===== src/rtl/oneshot_pair.sv =====
module oneshot_pair #(
  parameter int NCH      = 2,
  parameter int PERIOD_W = 8
) (
  input  logic                    clk,
  input  logic                    rst_n,
  input  logic [NCH-1:0]          lead_trig,
  input  logic [NCH-1:0]          trail_trig,
  input  logic [NCH-1:0]          clear_n,
  input  logic [NCH-1:0]          retrig_en,
  input  logic [NCH*PERIOD_W-1:0] period,
  output logic [NCH-1:0]          pulse,
  output logic [NCH-1:0]          pulse_n
);

  localparam int HIST = 3;

  for (genvar g = 0; g < NCH; g++) begin : g_ch
    logic [HIST-1:0]     lead_h, trail_h;
    logic [PERIOD_W-1:0] cnt;
    logic [PERIOD_W-1:0] len;
    logic                lead_rise, trail_fall, fire, busy;

    assign len = period[g*PERIOD_W +: PERIOD_W];

    always_ff @(posedge clk or negedge rst_n) begin
      if (!rst_n) begin
        lead_h  <= '0;
        trail_h <= '1;
      end else begin
        lead_h  <= {lead_h[HIST-2:0], lead_trig[g]};
        trail_h <= {trail_h[HIST-2:0], trail_trig[g]};
      end
    end

    // bit 1 is the synchronised level, bit 2 the level one cycle earlier
    assign lead_rise  =  lead_h[1] & ~lead_h[2] &  trail_h[1];
    assign trail_fall = ~trail_h[1] & trail_h[2] & ~lead_h[1];
    assign fire       = (lead_rise | trail_fall) & clear_n[g];
    assign busy       = (cnt != '0);

    always_ff @(posedge clk or negedge rst_n) begin
      if (!rst_n)
        cnt <= '0;
      else if (!clear_n[g])
        cnt <= '0;
      else if (fire && (retrig_en[g] || !busy))
        cnt <= len;
      else if (busy)
        cnt <= cnt - 1'b1;
    end

    assign pulse[g]   = busy & clear_n[g];
    assign pulse_n[g] = ~pulse[g];
  end

endmodule


===== config.mk =====
export PLATFORM = sky130hd
export DESIGN_NAME = oneshot_pair
export DESIGN_NICKNAME = d
export VERILOG_FILES = /design/src/rtl/oneshot_pair.sv
export SDC_FILE = /design/constraint.sdc
export NUM_CORES = 1
export LEC_CHECK = 0
export CAP_MARGIN = 0
export CORE_MARGIN = 1
export CORE_UTILIZATION = 40
export CTS_CLUSTER_SIZE = 20
export DETAILED_ROUTE_END_ITERATION = 10
export GPL_ROUTABILITY_DRIVEN = 0
export PLACE_DENSITY = 0.7
export SETUP_SLACK_MARGIN = 0.2
export SYNTH_ARGS = -nofsm -noshare
export SYNTH_HDL_FRONTEND = slang
export SYNTH_SLANG_ARGS = --single-unit

===== constraint.sdc =====
create_clock -name clk -period 3.25 [get_ports clk]
set_input_delay 0.65 -clock clk [delete_from_list [all_inputs] [get_ports clk]]
set_output_delay 0.65 -clock clk [all_outputs]
set_load 0.02 [all_outputs]

==> impl_metrics.env, run 1 <==
export IMPL_cts_buffer_depth=2
export IMPL_grt_pass1_vias=1100
export IMPL_use_met1=0.2260
export IMPL_gr_usage_met3=0.04348
export IMPL_r2r_cells=4
export IMPL_holdPathStages=0
export IMPL_die_x_um=62.03
export IMPL_synthCells=134
export IMPL_cts_root_buf="clkbuf_4"
export IMPL_yosys_area_top_type_share=0.3819
export IMPL_p_sw_frac=0.3859
export IMPL_rsz0062_at_grt="false"
export IMPL_r2r_start="g_ch[0].trail_h[2]$_DFF_PN1_"
export IMPL_rows=21
export IMPL_grt_busiest_layer="met2"
export IMPL_finalClockSkew_ns=0.005544
export IMPL_status="complete, no violations"
export IMPL_p_per_area_nw_per_um2=798.0
export IMPL_final_cells=214
export IMPL_cts_htree_levels=1
export IMPL_min_to="g_ch[0].lead_h[1]$_DFF_PN0_"
export IMPL_die_area_um2=3848
export IMPL_drtAntennaViolNets=0
export IMPL_max_cap_violations=0
export IMPL_yosys_warnings=0
export IMPL_switchingPower_uw=572.2
export IMPL_worst_hold_slack_ns=0.3644
export IMPL_use_met2=0.2918
export IMPL_ios=30
export IMPL_p_seq_frac=0.378
export IMPL_reg2reg_to="g_ch[0].cnt[3]$_DFFE_PN0P_"
export IMPL_initial_utilization=0.4252
export IMPL_dpl_cell_count=210
export IMPL_setup_viol=0
export IMPL_drive_gt1_frac=0.1310
export IMPL_seq_area_frac_synth=0.4913
export IMPL_cts_buffers=3
export IMPL_portBuffers=29
export IMPL_fin_util=0.5482
export IMPL_cts_sinks=28
export IMPL_critPathKind="flop to output pin"
export IMPL_p_total_uw=1483
export IMPL_grt_use_total=0.1762
export IMPL_regArea_um2=708.2
export IMPL_setup_tns_ns=0
export IMPL_drv_slew=0
export IMPL_grt_pass1_wl_um=4857
export IMPL_synth_most_common_cell="dfrtp_1"
export IMPL_grt_max_degree=29
export IMPL_vdd_drop_max_v=0.0003910
export IMPL_multi_input_area_um2=711.9
export IMPL_p_leak_uw=0.0007514
export IMPL_tritoncts="built"
export IMPL_async_reset_ff_frac=1.000
export IMPL_min_from="g_ch[0].lead_h[0]$_DFF_PN0_"
export IMPL_synth_top_area_cell="dfrtp_1"
export IMPL_avgSynthCellArea_um2=10.76
export IMPL_post_cts_resized=0
export IMPL_final_nets=199
export IMPL_vias=1162
export IMPL_antenna_found_initial=0
export IMPL_clkSlewWorstSetupHoldPaths_ns=0.14
export IMPL_reg2reg_slack_ns=1.43
export IMPL_pwr_share_clk=0.150
export IMPL_cp_cell_sequence="nor4_4, nand3_1, nand2_1, clkdlybuf4s50_1"
export IMPL_fillers=288
export IMPL_cp_max_fo=5
export IMPL_max_freq_ghz=0.3517
export IMPL_synth_edf_count=0
export IMPL_synth_seq_cells=28
export IMPL_cp_end_kind="output pin"
export IMPL_syn_cell_area_um2=1441
export IMPL_design_core_area_um2=3390
export IMPL_internal_power_uw=910.5
export IMPL_critPathSlowestCell="clkdlybuf4s50_1"
export IMPL_vias_per_cell=5.430
export IMPL_drt_iter0_drc=34
export IMPL_p_comb_frac=0.471
export IMPL_hold_viol=0
export IMPL_crit_path_start_kind="flop"
export IMPL_relSlewSlack=0.5398
export IMPL_area_delta_synth_final_pct=28.91
export IMPL_post_cts_buffers=0
export IMPL_synth_commonest_cells="dfrtp_1, nor3_1, nand2_1"
export IMPL_critical_path_required_ns=2.60
export IMPL_antenna_cells=0
export IMPL_drtPass1Iterations=4
export IMPL_period_share=0.8749
export IMPL_period_needed_ns=2.843
export IMPL_drcViolationCount=0
export IMPL_wl_per_cell_um=13.68
export IMPL_synth_area_top_cells="dfrtp_1, dfstp_2, nor3_1, xnor2_1, a211oi_1"
export IMPL_holdCritPathClass="flop to flop"
export IMPL_ys_flop_type="dfrtp_1"
export IMPL_dp_hpwl_um=2227
export IMPL_grt_overflow_total=0
export IMPL_slowest_delay_ns=0.60
export IMPL_clk_latency_ns=0.33
export IMPL_synthDistinctLibCells=41
export IMPL_wl_um=2928
export IMPL_ctsHoldBuffers=0
export IMPL_die_h_um=62.03
export IMPL_tightest_slew_ns=0.6831
export IMPL_cp_arrival_ns=2.19
export IMPL_syn_num_nets=164
worst max-delay path: cells and delay by family, from the launching register on:
kind	cells	cell delay (ns)
buffers and inverters	1	0.60
flip-flops	1	0.49
AND/OR/NAND/NOR	3	0.77
sequential cells by signal, indices dropped and copies added, names as in the netlist:
register / cells
g_ch.cnt: 16
g_ch.lead_h: 6
g_ch.trail_h: 6
cells in the final DEF (no fill, tap or decap), types with 5 or more instances in the layout:
| cell | synthesis | routed |
|---|---|---|
| xnor2_1 | 7 | 7 |
| nor2_1 | 6 | 6 |
| clkdlybuf4s50_1 | 0 | 29 |
| dfrtp_1 | 22 | 22 |
| inv_1 | 8 | 8 |
| nor3_1 | 13 | 13 |
| dfstp_2 | 6 | 6 |
| a211oi_1 | 8 | 8 |
| a31oi_1 | 5 | 5 |
| nand2_1 | 9 | 9 |
area by class of cell:
class,instances,area share
Clock inverter,1,0.01616
Clock buffer,3,0.01212
Inverter,8,0.01616
Tap cell,46,0.03098
Sequential cell,28,0.3811
Multi-Input combinational cell,98,0.3832
Timing Repair Buffer,30,0.1603
layer usage:
layer  wire length, um  vias up
li1                  -      576
met1              1336      561
met5                 0        -
met2              1464       20
met4                38        0
met3                88        5
per-stage QoR:
stage | cell area [um2] | worst slack, ns
finish | 1858 | 0.4066
global route | 1858 | 0.2674
CTS | 1849 | 0.3281
detailed placement | 1797 | 0.5903
global placement | 1797 | 0.6598
floorplan | 1441 | 1.196
power by group through the flow:
stage	Clock (uW)	Combinational [uW]	Sequential (uW)
after CTS	235	692	552
after global placement	0	667	549
after detailed placement	0	686	559
final	223	699	561
after global routing	250	770	573
after floorplan	0	525	531
worst max path at each step:
| stage | cells past startpoint | slack [ns] | from | endpoint |
|---|---|---|---|---|
| detailed placement | 4 | 0.59 | clear_n[0] | pulse[0] |
| CTS | 4 | 0.33 | g_ch[0].cnt[4]$_DFFE_PN0P_ | pulse_n[0] |
| global placement | 4 | 0.66 | clear_n[0] | pulse[0] |
| global route | 4 | 0.27 | g_ch[0].cnt[4]$_DFFE_PN0P_ | pulse_n[0] |
| floorplan | 4 | 1.20 | g_ch[0].cnt[4]$_DFFE_PN0P_ | pulse[0] |
| finish | 4 | 0.41 | g_ch[0].cnt[4]$_DFFE_PN0P_ | pulse_n[0] |
logic make-up (layout without fill, tap and decap cells):
group	count (synthesis)	in the layout	synth area share
AO/OA/AOI/OAI	35	35	0.1832
buffers and inverters	8	42	0.02083
flip-flops	28	28	0.4913
XOR/XNOR	9	9	0.05469
adder cells (fa/ha/maj)	4	4	0.03472
AND/OR/NAND/NOR	50	50	0.2153
(Power assumes the default switching activity.)
==> run 2: changes to the inputs <==
- CELL_PAD_IN_SITES_DETAIL_PLACEMENT: default -> 1
- CELL_PAD_IN_SITES_GLOBAL_PLACEMENT: default -> 2
- CORE_UTILIZATION: 40 -> 34
- PLACE_DENSITY: 0.7 -> 0.88
==> run 2 against run 1 <==
Sequential cell count unchanged. Combinational power about the same. Maximum frequency down 0.34%. Sequential share of layout area about the same. Largest cell class is now sequential cells. Largest power group unchanged. Highest routed layer unchanged.
==> impl_metrics.env, run 2 (synthesis results as in run 1) <==
export IMPL_post_cts_buffers=0
export IMPL_cts_sinks=28
export IMPL_vias=1179
export IMPL_drive_gt1_frac=0.1310
export IMPL_place_area_um2=1802
export IMPL_reg_top3="g_ch.cnt x16, g_ch.lead_h x6, g_ch.trail_h x6"
export IMPL_finalClockSkew_ns=0.006207
export IMPL_layout_common_cells="clkdlybuf4s50_1, dfrtp_1, nor3_1, nand2_1"
export IMPL_setup_viol=0
export IMPL_initial_utilization=0.3578
export IMPL_max_cap_violations=0
export IMPL_regMostFlops="g_ch.cnt"
export IMPL_drt_iter0_drc=34
export IMPL_ios=30
export IMPL_die_x_um=67.11
export IMPL_grt_overflow_total=0
export IMPL_p_per_area_nw_per_um2=790.1
export IMPL_grt_pass1_vias=1185
export IMPL_dp_hpwl_um=2641
export IMPL_cts_root_buf="clkbuf_8"
export IMPL_max_freq_ghz=0.3505
export IMPL_switchingPower_uw=579.0
export IMPL_period_needed_ns=2.853
export IMPL_drtPass1Iterations=4
export IMPL_p_sw_frac=0.3947
export IMPL_antenna_found_initial=0
export IMPL_period_share=0.8779
export IMPL_wl_um=3334
export IMPL_fin_util=0.4609
export IMPL_clk_latency_ns=0.27
export IMPL_p_comb_frac=0.476
export IMPL_p_leak_uw=0.0007494
export IMPL_hold_viol=0
export IMPL_post_cts_resized=0
export IMPL_cp_end_kind="output pin"
export IMPL_crit_path_start_kind="flop"
export IMPL_setup_tns_ns=0
export IMPL_drv_slew=0
export IMPL_final_cell_area_um2=1857
export IMPL_grt_pass1_wl_um=5609
export IMPL_drtAntennaViolNets=0
export IMPL_final_common_cell="clkdlybuf4s50_1"
export IMPL_tightest_slew_ns=0.6812
export IMPL_dpl_cell_count=214
export IMPL_wl_per_cell_um=15.29
export IMPL_p_seq_frac=0.378
export IMPL_rows=23
export IMPL_ctsHoldBuffers=0
export IMPL_antenna_cells=0
export IMPL_vias_per_cell=5.408
export IMPL_portBuffers=29
export IMPL_area_delta_synth_final_pct=28.82
export IMPL_status="complete, no violations"
export IMPL_cts_buffer_depth=2
export IMPL_pwr_share_clk=0.146
export IMPL_tritoncts="built"
export IMPL_clkSlewWorstSetupHoldPaths_ns=0.10
export IMPL_critPathKind="flop to output pin"
export IMPL_design_core_area_um2=4029
export IMPL_critical_path_required_ns=2.60
export IMPL_die_area_um2=4504
export IMPL_die_h_um=67.11
export IMPL_cp_max_fo=5
export IMPL_p_total_uw=1467
export IMPL_holdPathStages=0
export IMPL_relSlewSlack=0.5411
export IMPL_internal_power_uw=888.0
export IMPL_final_cells=218
export IMPL_rsz0062_at_grt="false"
export IMPL_grt_max_degree=29
export IMPL_r2r_cells=4
export IMPL_cp_arrival_ns=2.20
export IMPL_vdd_drop_max_v=0.0002434
export IMPL_cts_buffers=3
export IMPL_final_nets=199
export IMPL_cts_htree_levels=1
export IMPL_largest_reg_flops=16
export IMPL_holdCritPathClass="flop to flop"
export IMPL_drcViolationCount=0
export IMPL_grt_use_total=0.1687
[run 2: cell type report]
| class | instances | area [um2] |
|---|---|---|
| clock buffers | 4 | 55.05 |
| fillers | 472 | 2172 |
| inverters | 8 | 30.03 |
| multi-input cells | 98 | 703.2 |
| flip-flops and latches | 28 | 708.2 |
| well taps | 50 | 62.56 |
| repair buffers | 30 | 297.8 |
[run 2: through the flow]
| step | hold slack (ns) | setup WS [ns] |
|---|---|---|
| 2_1_floorplan | 0.3312 | 1.196 |
| 5_1_grt | 0.3524 | 0.2388 |
| 6_report | 0.3527 | 0.3968 |
| 4_1_cts | 0.3603 | 0.3818 |
| 3_5_place_dp | 0.3363 | 0.6220 |
| 3_3_place_gp | 0.3379 | 0.6569 |
[run 2: metal layers]
metal / GRT usage / wire length (um) / vias up
met5: 0 / 0 / -
met2: 0.2775 / 1674 / 13
met4: 0.05585 / 42 / 0
met1: 0.2178 / 1549 / 592
met3: 0.03596 / 68 / 4
li1: - / - / 570
[run 2: power groups by stage]
stage               Clock [uW]  Sequential, uW  Combinational [uW]
detailed placement           0             561                 701
finish                     214             554                 698
floorplan                    0             531                 525
CTS                        225             554                 705
global route               236             570                 774
global placement             0             550                 675
[run 2: path summary, 6_finish.rpt]
| path | from | to | slack (ns) |
|---|---|---|---|
| worst max register to register | g_ch[0].trail_h[2]$_DFF_PN1_ | g_ch[0].cnt[6]$_DFFE_PN0P_ | 1.43 |
| min in group asynchronous | rst_n | g_ch[1].lead_h[0]$_DFF_PN0_ | 0.74 |
| worst min register to register | g_ch[1].trail_h[0]$_DFF_PN1_ | g_ch[1].trail_h[1]$_DFF_PN1_ | 0.35 |
| max in group asynchronous | rst_n | g_ch[1].trail_h[0]$_DFF_PN1_ | 2.21 |
| worst max-delay path | g_ch[0].cnt[4]$_DFFE_PN0P_ | pulse_n[0] | 0.40 |
| worst min-delay path | g_ch[1].trail_h[0]$_DFF_PN1_ | g_ch[1].trail_h[1]$_DFF_PN1_ | 0.35 |
[run 2: critical path: stages (launching register included)]
cell and delay [ns]:
dfrtp_1 0.46, nor4_2 0.43, nand3_1 0.27, nand2_1 0.15, clkdlybuf4s50_1 0.61
==> run 3: changes to the inputs <==
- CORE_UTILIZATION: 34 -> 25
- PLACE_DENSITY: 0.88 -> 0.69
==> run 3 against run 2 <==
Global-route usage decreased by 4.2 points. Count of clock-buffer cells in the layout decreased by 1. Core utilization decreased by 12 points. Non-clock buffer count unchanged. Via count increased by 2.0%. Worst hold slack improved by 0.0053 ns. Sequential power about the same. Worst setup slack got worse by 0.028 ns. Critical path type unchanged. Register-to-register slack got worse by 0.07 ns.
==> impl_metrics.env, run 3 (synthesis results as in run 1) <==
export IMPL_status="complete, no violations"
export IMPL_p_sw_frac=0.3854
export IMPL_hold_viol=0
export IMPL_setup_viol=0
export IMPL_final_cell_area_um2=1901
export IMPL_drt_iter0_drc=32
export IMPL_relSlewSlack=0.5181
export IMPL_initial_utilization=0.2602
export IMPL_cts_buffer_depth=2
export IMPL_place_area_um2=1829
export IMPL_drive_gt1_frac=0.1310
export IMPL_cts_root_buf="clkbuf_8"
export IMPL_reg2reg_to="g_ch[1].cnt[2]$_DFFE_PN0P_"
export IMPL_die_x_um=77.93
export IMPL_die_area_um2=6073
export IMPL_multi_input_area_um2=703.2
export IMPL_crit_path_start_kind="flop"
export IMPL_regArea_um2=708.2
export IMPL_clkSlewWorstSetupHoldPaths_ns=0.10
export IMPL_grt_pass1_wl_um=5996
export IMPL_grt_use_total=0.1263
export IMPL_post_cts_buffers=0
export IMPL_cp_cell_sequence="nor4_2, nand3_1, nand2_1, clkdlybuf4s50_1"
export IMPL_vias=1202
export IMPL_p_per_area_nw_per_um2=808.1
export IMPL_cts_sinks=28
export IMPL_holdCritPathClass="flop to flop"
export IMPL_wl_um=3575
export IMPL_vias_per_cell=5.008
export IMPL_place_ws_ns=0.6247
export IMPL_max_freq_ghz=0.3471
export IMPL_grt_overflow_total=0
export IMPL_p_seq_frac=0.361
export IMPL_vdd_drop_max_v=0.0003576
export IMPL_grt_pass1_vias=1272
export IMPL_critPathKind="flop to output pin"
export IMPL_largest_reg_flops=16
export IMPL_min_from="g_ch[1].lead_h[0]$_DFF_PN0_"
export IMPL_internal_power_uw=943.9
export IMPL_cts_buffers=3
export IMPL_regMostFlops="g_ch.cnt"
export IMPL_cp_end_kind="output pin"
export IMPL_cp_max_fo=5
export IMPL_final_nets=199
export IMPL_cp_arrival_ns=2.23
export IMPL_area_delta_synth_final_pct=31.86
export IMPL_period_share=0.8865
export IMPL_max_cap_violations=0
export IMPL_portBuffers=29
export IMPL_design_core_area_um2=5540
export IMPL_path_delay_family="simple AND/OR/NAND/NOR gates"
export IMPL_drv_slew=0
export IMPL_r2r_cells=4
export IMPL_p_comb_frac=0.461
export IMPL_tightest_slew_ns=0.7153
export IMPL_antenna_cells=0
export IMPL_rsz0062_at_grt="false"
export IMPL_critical_path_required_ns=2.60
export IMPL_holdPathStages=0
export IMPL_r2r_start="g_ch[1].cnt[4]$_DFFE_PN0P_"
export IMPL_post_cts_resized=0
export IMPL_finalClockSkew_ns=0.007676
export IMPL_cts_htree_levels=1
export IMPL_rows=27
export IMPL_tritoncts="built"
export IMPL_pwr_share_clk=0.178
export IMPL_final_common_cell="clkdlybuf4s50_1"
export IMPL_critPathSlowestCell="clkdlybuf4s50_1"
export IMPL_reg_top3="g_ch.cnt x16, g_ch.lead_h x6, g_ch.trail_h x6"
export IMPL_reg2reg_slack_ns=1.36
export IMPL_wl_per_cell_um=14.90
export IMPL_ios=30
export IMPL_clk_latency_ns=0.28
export IMPL_drtAntennaViolNets=0
export IMPL_die_h_um=77.93
export IMPL_layout_common_cells="clkdlybuf4s50_1, dfrtp_1, nor3_1, nand2_1"
export IMPL_drcViolationCount=0
export IMPL_critical_path_buf_inv_count=1
export IMPL_switchingPower_uw=591.9
export IMPL_fillers=630
export IMPL_dp_hpwl_um=2763
export IMPL_fin_ws_ns=0.3690
export IMPL_antenna_found_initial=0
export IMPL_grt_max_degree=29
export IMPL_slowest_delay_ns=0.61
export IMPL_period_needed_ns=2.881
export IMPL_min_to="g_ch[1].lead_h[1]$_DFF_PN0_"
export IMPL_drtPass1Iterations=4
export IMPL_setup_tns_ns=0
export IMPL_p_leak_uw=0.0007564
export IMPL_ctsHoldBuffers=0
run 3: final cells by class:
type                    count  area share
repair buffers             30      0.1567
flip-flops and latches     28      0.3726
clock buffers               3     0.02172
clock inverters             1     0.01580
multi-input cells          98      0.3700
well taps                  72     0.04740
inverters                   8     0.01580
run 3: worst max-delay path by stage:
stage / from / to / slack [ns] / cells after the start
floorplan: g_ch[0].cnt[4]$_DFFE_PN0P_ / pulse[0] / 1.20 / 4
global placement: clear_n[0] / pulse[0] / 0.65 / 4
detailed placement: clear_n[0] / pulse[0] / 0.62 / 4
CTS: g_ch[0].cnt[4]$_DFFE_PN0P_ / pulse_n[0] / 0.37 / 4
global route: g_ch[0].cnt[4]$_DFFE_PN0P_ / pulse_n[0] / 0.25 / 4
finish: g_ch[0].cnt[4]$_DFFE_PN0P_ / pulse_n[0] / 0.37 / 4
run 3: power groups by stage:
| stage | clock [uW] | sequential [uW] | combinational [uW] |
|---|---|---|---|
| global placement | 0 | 553 | 687 |
| floorplan | 0 | 531 | 525 |
| CTS | 283 | 554 | 715 |
| detailed placement | 0 | 560 | 708 |
| global route | 294 | 569 | 790 |
| finish | 273 | 554 | 709 |
run 3: metrics by stage:
stage / hold slack (ns) / cells / power [uW] / util
3_3_place_gp: 0.3339 / 236 / 1239 / 0.3302
4_1_cts: 0.3645 / 240 / 1552 / 0.3430
5_1_grt: 0.3690 / 240 / 1653 / 0.3430
2_1_floorplan: 0.3312 / 134 / 1056 / -
6_report: 0.3580 / 240 / 1536 / 0.3430
3_5_place_dp: 0.3418 / 236 / 1268 / 0.3302
run 3: layer usage:
layer,wire length (um),track usage,vias to the layer above
met5,0,0,-
met4,27,0.02778,0
met3,162,0.02824,6
met2,1816,0.2204,27
met1,1568,0.1586,598
li1,-,-,571
